**config.mk**
```make
export PLATFORM = sky130hd
export DESIGN_NAME = irx_rzi_codec
export DESIGN_NICKNAME = d
export VERILOG_FILES = /design/src/rtl/irx_pkg.sv /design/src/rtl/irx_bit_timer.sv /design/src/rtl/irx_rzi_tx.sv /design/src/rtl/irx_rzi_rx.sv /design/src/rtl/irx_rzi_codec.sv
export SDC_FILE = /design/constraint.sdc
export NUM_CORES = 1
export LEC_CHECK = 0
export ABC_AREA = 1
export CAP_MARGIN = 20
export CORE_ASPECT_RATIO = 0.8
export CORE_MARGIN = 2
export CORE_UTILIZATION = 59
export CTS_CLUSTER_SIZE = 40
export DETAILED_ROUTE_END_ITERATION = 16
export GPL_ROUTABILITY_DRIVEN = 0
export PLACE_DENSITY = 0.89
export SLEW_MARGIN = 30
export SYNTH_ARGS = -nofsm -noshare
export SYNTH_HDL_FRONTEND = slang
export SYNTH_SLANG_ARGS = --single-unit
```
**constraint.sdc**
```tcl
create_clock -name clk -period 2.8 [get_ports clk]
set_input_delay 0.42 -clock clk [delete_from_list [all_inputs] [get_ports clk]]
set_output_delay 0.42 -clock clk [all_outputs]
set_load 0.005 [all_outputs]
```
**src/rtl/irx_pkg.sv**
```systemverilog
// Package irx_pkg
// Shared types for the infrared bit modulator and demodulator.
package irx_pkg;

    // Pulse width selection for the transmitter
    typedef enum logic {
        IRX_NARROW = 1'b0,
        IRX_MEDIUM = 1'b1
    } irx_mode_e;

endpackage

```
**src/rtl/irx_bit_timer.sv**
```systemverilog
// Module irx_bit_timer
// Divides the system clock into sub-ticks of (div+1) clocks and counts
// TICKS sub-ticks per bit period. Held at sub-tick 0 while run is low.
// restart forces the count back to the start of a period.
// Assumes TICKS is a power of two and that div is stable while running.
module irx_bit_timer #(
    parameter int DIV_W = 8,
    parameter int TICKS = 16,
    localparam int TW   = $clog2(TICKS)
) (
    input  logic             clk,
    input  logic             rst_n,
    input  logic             run,
    input  logic             restart,
    input  logic [DIV_W-1:0] div,
    output logic [TW-1:0]    tick_idx,
    output logic             bit_end
);

    localparam logic [TW-1:0] LAST_TICK = TW'(TICKS - 1);

    logic [DIV_W-1:0] sub_q;
    logic             sub_end;

    assign sub_end = (sub_q == div);
    assign bit_end = run && sub_end && (tick_idx == LAST_TICK);

    // Advance the sub-clock and sub-tick counters
    always_ff @(posedge clk) begin
        if (!rst_n || restart || !run) begin
            sub_q    <= '0;
            tick_idx <= '0;
        end else if (sub_end) begin
            sub_q    <= '0;
            tick_idx <= (tick_idx == LAST_TICK) ? '0 : tick_idx + 1'b1;
        end else begin
            sub_q <= sub_q + 1'b1;
        end
    end

endmodule

```
**src/rtl/irx_rzi_tx.sv**
```systemverilog
// Module irx_rzi_tx
// Inverted return-to-zero modulator. A zero bit drives a light pulse over
// the first PW sub-ticks of its period; a one bit leaves the line dark.
// Assumes pulse_mode and div change only while idle.
module irx_rzi_tx
    import irx_pkg::*;
#(
    parameter int DIV_W   = 8,
    parameter int TICKS   = 16,
    parameter int NARROW  = 3,
    parameter int MEDIUM  = 4,
    localparam int TW     = $clog2(TICKS),
    localparam int RUN_W  = DIV_W + TW + 2
) (
    input  logic             clk,
    input  logic             rst_n,
    input  irx_mode_e        mode,
    input  logic [DIV_W-1:0] div,
    input  logic             tx_valid,
    input  logic             tx_bit,
    output logic             tx_next,
    output logic             ir_tx
);

    logic          act_q;
    logic          bit_q;
    logic          load;
    logic [TW-1:0] tick;
    logic          bit_end;
    logic [TW:0]   pw;

    irx_bit_timer #(.DIV_W(DIV_W), .TICKS(TICKS)) u_timer (
        .clk      (clk),
        .rst_n    (rst_n),
        .run      (act_q),
        .restart  (1'b0),
        .div      (div),
        .tick_idx (tick),
        .bit_end  (bit_end)
    );

    assign pw    = (mode == IRX_MEDIUM) ? (TW+1)'(MEDIUM) : (TW+1)'(NARROW);
    assign load  = tx_valid && (!act_q || bit_end);
    assign ir_tx = act_q && !bit_q && ({1'b0, tick} < pw);

    // Latch a new bit at the start of each period, drop to idle when none
    always_ff @(posedge clk) begin
        if (!rst_n) begin
            act_q   <= 1'b0;
            bit_q   <= 1'b1;
            tx_next <= 1'b0;
        end else begin
            tx_next <= load;
            if (load) begin
                act_q <= 1'b1;
                bit_q <= tx_bit;
            end else if (bit_end) begin
                act_q <= 1'b0;
            end
        end
    end

    // Checker state: clocks the emitter has already been high in a row
    logic [RUN_W-1:0] hi_run;
    logic [RUN_W-1:0] hi_lim;

    assign hi_lim = RUN_W'(pw) * (RUN_W'(div) + 1'b1);

    // Count consecutive high clocks on the emitter
    always_ff @(posedge clk) begin
        if (!rst_n || !ir_tx) hi_run <= '0;
        else                  hi_run <= hi_run + 1'b1;
    end

    AST_PULSE_BOUND: assert property (@(posedge clk) disable iff (!rst_n)
        ir_tx |-> (hi_run < hi_lim));

    AST_NEXT_SINGLE: assert property (@(posedge clk) disable iff (!rst_n)
        tx_next |=> !tx_next);

endmodule

```
**src/rtl/irx_rzi_rx.sv**
```systemverilog
// Module irx_rzi_rx
// Inverted return-to-zero demodulator. Synchronises the detector line,
// finds rising edges and decodes one bit per window: zero if an edge fell
// in it, one otherwise. Every edge restarts the window timer.
// Assumes div is stable while a stream is being received.
module irx_rzi_rx #(
    parameter int DIV_W  = 8,
    parameter int TICKS  = 16,
    parameter int SYNC   = 2,
    localparam int TW    = $clog2(TICKS),
    localparam logic [TW-1:0] HALF = TW'(TICKS / 2)
) (
    input  logic             clk,
    input  logic             rst_n,
    input  logic [DIV_W-1:0] div,
    input  logic             ir_rx,
    output logic             rx_valid,
    output logic             rx_bit
);

    logic          line;
    logic          prev_q;
    logic          edge_det;
    logic          act_q;
    logic          seen_q;
    logic [TW-1:0] tick;
    logic          bit_end;

    generate
        if (SYNC > 0) begin : g_sync
            logic [SYNC-1:0] sync_q;
            // Bring the asynchronous detector line into the clock domain
            always_ff @(posedge clk) begin
                if (!rst_n) begin
                    sync_q <= '0;
                end else begin
                    sync_q[0] <= ir_rx;
                    for (int i = 1; i < SYNC; i++) sync_q[i] <= sync_q[i-1];
                end
            end
            assign line = sync_q[SYNC-1];
        end else begin : g_direct
            assign line = ir_rx;
        end
    endgenerate

    assign edge_det = line && !prev_q;

    irx_bit_timer #(.DIV_W(DIV_W), .TICKS(TICKS)) u_timer (
        .clk      (clk),
        .rst_n    (rst_n),
        .run      (act_q),
        .restart  (edge_det),
        .div      (div),
        .tick_idx (tick),
        .bit_end  (bit_end)
    );

    // Track edges, close windows and emit decoded bits
    always_ff @(posedge clk) begin
        if (!rst_n) begin
            prev_q   <= 1'b0;
            act_q    <= 1'b0;
            seen_q   <= 1'b0;
            rx_valid <= 1'b0;
            rx_bit   <= 1'b1;
        end else begin
            prev_q   <= line;
            rx_valid <= 1'b0;
            if (edge_det) begin
                if (act_q && (tick >= HALF)) begin
                    rx_valid <= 1'b1;
                    rx_bit   <= !seen_q;
                end
                act_q  <= 1'b1;
                seen_q <= 1'b1;
            end else if (act_q && bit_end) begin
                rx_valid <= 1'b1;
                rx_bit   <= !seen_q;
                seen_q   <= 1'b0;
            end
        end
    end

    AST_RX_SPACING: assert property (@(posedge clk) disable iff (!rst_n)
        rx_valid |=> !rx_valid);

    AST_RX_QUIET: assert property (@(posedge clk) disable iff (!rst_n)
        (!act_q && !edge_det) |=> !rx_valid);

    AST_RX_EDGE_MARK: assert property (@(posedge clk) disable iff (!rst_n)
        (act_q && edge_det && (tick >= HALF)) |=> (rx_valid && !rx_bit) || $past(!seen_q));

endmodule

```
**src/rtl/irx_rzi_codec.sv**
```systemverilog
// Module irx_rzi_codec
// Top of the serial infrared bit modulator and demodulator for the two
// slower link rates. Transmit and receive paths are independent; both take
// their bit timing from the shared sub-tick divisor.
// Assumes pulse_mode and tick_div change only while the links are quiet.
module irx_rzi_codec #(
    parameter int DIV_W  = 8,
    parameter int TICKS  = 16,
    parameter int NARROW = 3,
    parameter int MEDIUM = 4,
    parameter int SYNC   = 2
) (
    input  logic             clk,
    input  logic             rst_n,
    input  logic             pulse_mode,
    input  logic [DIV_W-1:0] tick_div,
    input  logic             tx_valid,
    input  logic             tx_bit,
    output logic             tx_next,
    output logic             ir_tx,
    input  logic             ir_rx,
    output logic             rx_valid,
    output logic             rx_bit
);

    import irx_pkg::*;

    irx_mode_e mode;

    assign mode = irx_mode_e'(pulse_mode);

    irx_rzi_tx #(
        .DIV_W  (DIV_W),
        .TICKS  (TICKS),
        .NARROW (NARROW),
        .MEDIUM (MEDIUM)
    ) u_tx (
        .clk      (clk),
        .rst_n    (rst_n),
        .mode     (mode),
        .div      (tick_div),
        .tx_valid (tx_valid),
        .tx_bit   (tx_bit),
        .tx_next  (tx_next),
        .ir_tx    (ir_tx)
    );

    irx_rzi_rx #(
        .DIV_W (DIV_W),
        .TICKS (TICKS),
        .SYNC  (SYNC)
    ) u_rx (
        .clk      (clk),
        .rst_n    (rst_n),
        .div      (tick_div),
        .ir_rx    (ir_rx),
        .rx_valid (rx_valid),
        .rx_bit   (rx_bit)
    );

    AST_LOAD_LEVEL: assert property (@(posedge clk) disable iff (!rst_n)
        tx_next |-> (ir_tx == !$past(tx_bit)));

endmodule

```
==> metrics <==
status finished, final reports clean; Max-Cap Viols 0; vias per inst 4.79; Worst Path Max Fanout 3; Routed WL per cell 10.3 um; hold crit path type register to register; final wirelength 2920 um; final worst path period share 0.935; DRT Pass-1 Iters 4; total power 841 uW; count of final max-slew check failures 0; antenna cells 0; YS warnings 0; post-synth cell types 29; Crit path arrival time 2.20 ns; setup TNS 0 ns; worst-margin pin slew 0.306 ns; Port Buffers 17; Worst-path clk slew 0.09 ns; full die area between 3000 and 4000 um2; Tot GR Track Use 0.203; Slew HR 0.795; Hold Buf Count CTS 0; via count 1355; Final Hold Vio Count 0; Initial Utilization 0.615; Resized cells post-CTS 0; sequential area share after synthesis 0.404; Leak Pwr roughly 0.00085 uW; Synthesized Nets 242; Worst Setup Start Kind primary input; Final Critical Period ~2.6 ns; flop and latch count out of synthesis 34; core area 2740 um2; Peak Freq between 300 and 400 MHz; postcts setup bufs 0; initial antenna violation count 0; R2R Setup Slk 1.40 ns; Layout Utilization 0.714; Synth Flop Type dfxtp_1; maximum VDD drop 0.334 mV; Post-Place Cell Area 1900 um2; CTS Buffer Depth 2; initial drt markers 41; final std cells w/o fill 283; H-tree levels 2; Remaining Overflow, GRT 0; I/O pins 18; die width 63.8 um; Num CTS Buffers 5; # nets final 265; DRC Markers 0; asr flop ratio synth 0; final setup vio count 0; Post-Syn Area around 1700 um2; Pwr Density 429 nW/um2; clock sink count 34; number of synthesized flops with an enable pin 0; worst clock skew 0.00843 ns; syn avg cell area 7.63 um2; unrepaired setup endpoints after global routing false; vias in the first global route 1261; post-DP HPWL 2300 um; largest net degree at the start of global routing 11; first-pass GRT wire length 5160 um; CTS tree yes; placed cell count 275; # rows 17; Crit Path Class primary input to output port; Area Overhead vs Synth 16.2%; ratio of cells with drive above 1 in the final layout 0.0857; ANT nets after route 0; clock tree root driver cell clkbuf_4; Die Y 51.8 um; WP data required ~2.4 ns; Cells after Synth 221; clk_lat worst skew 0.33 ns; Crit. End Element output port; design area 1960 um2
worst max-delay path, cell delays in order:
cell             delay, ns
clkdlybuf4s50_1       0.51
inv_1                 0.05
ha_1                  0.30
a21oi_1               0.13
nand3_1               0.10
nor3_1                0.15
clkdlybuf4s50_1       0.53
report_power, final:
group | internal [uW] | total (uW) | switching [uW]
clock | 122 | 273 | 152
combinational | 37.0 | 70.9 | 33.9
sequential | 491 | 497 | 5.18
total | 650 | 841 | 191
cell families after synthesis:
family,after synthesis,share of synthesized area
AO/OA/AOI/OAI,15,0.0579
flip-flops,34,0.404
buffers and inverters,37,0.0831
AND/OR/NAND/NOR,107,0.295
adder cells (fa/ha/maj),7,0.0519
XOR/XNOR,21,0.109
metal layers:
| metal | part of all wire | GRT usage | vias up |
|---|---|---|---|
| li1 | - | - | 737 |
| met5 | 0 | 0 | - |
| met1 | 0.48 | 0.241 | 600 |
| met2 | 0.47 | 0.346 | 12 |
| met4 | 0.016 | 0.0797 | 0 |
| met3 | 0.028 | 0.0649 | 6 |
cells in the final DEF, fill, tap and decap left out:
master and count:
o21ai_0 1, clkinv_2 1, clkdlybuf4s50_1 17, nand2_1 41
o2111ai_1 1, nand4_1 3, xnor2_1 5, nor2_2 2
nand3_1 15, nand2_4 1, nor3_2 2, and3_1 1
ha_1 7, nand2_2 3, nor3b_1 1, clkbuf_4 5
xor2_1 16, or2_1 1, o21ai_1 1, nor2_4 1
nand3_2 1, nor2_1 31, o21bai_4 1, inv_2 2
clkbuf_8 1, clkbuf_1 1, nor3b_2 1, inv_1 34
or2_0 1, nor3_1 2, o211a_1 1, dfxtp_1 34
a21oi_1 10
registers in the layout (all words and copies together) (netlist names):
name and flops:
u_rx.rx_bit 1, u_rx.g_sync.sync_q 2, u_tx.act_q 1, u_rx.rx_valid 1, u_tx.bit_q 1, u_rx.u_timer.sub_q 8
u_tx.tx_next 1, u_rx.prev_q 1, u_rx.act_q 1, u_rx.seen_q 1, u_rx.u_timer.tick_idx 4, u_tx.u_timer.tick_idx 4
u_tx.u_timer.sub_q 8
path summary, 6_finish.rpt:
kind                          from                    end  depth (start not counted)
max                     pulse_mode                  ir_tx                          7
min          u_rx.g_sync.sync_q[0]  u_rx.g_sync.sync_q[1]                          2
max reg2reg  u_rx.u_timer.sub_q[0]  u_rx.u_timer.sub_q[6]                          8
min reg2reg  u_rx.g_sync.sync_q[0]  u_rx.g_sync.sync_q[1]                          2
synth_stat cells, types with 2 or more instances:
cell type,instances,area [um2]
xor2_1,16,140
nor2_2,2,12.5
inv_2,2,7.51
nor3_2,2,20.0
nand4_1,3,18.8
dfxtp_1,34,681
nand2_1,41,154
inv_1,34,128
nor3_1,2,10.0
nor2_1,31,116
ha_1,7,87.6
nand2_2,3,18.8
nand3_1,15,75.1
a21oi_1,10,50.1
xnor2_1,5,43.8
stage by stage:
stage | hold WS (ns) | setup WS (ns)
after detailed placement | 0.406 | 0.189
after global placement | 0.395 | 0.220
after global routing | 0.465 | 0.0333
final | 0.427 | 0.183
after CTS | 0.428 | 0.171
after floorplan | 0.390 | 1.28
area by class of cell:
type | instances | area [um2]
fill | 226 | 785
sequential | 34 | 681
clock inverter | 1 | 5.00
timing repair buffer | 17 | 170
multi-input combinational | 150 | 866
inverter | 36 | 135
clock buffer | 7 | 55.1
tap | 38 | 47.5
No activity file was read; power rests on OpenSTA's default activity.
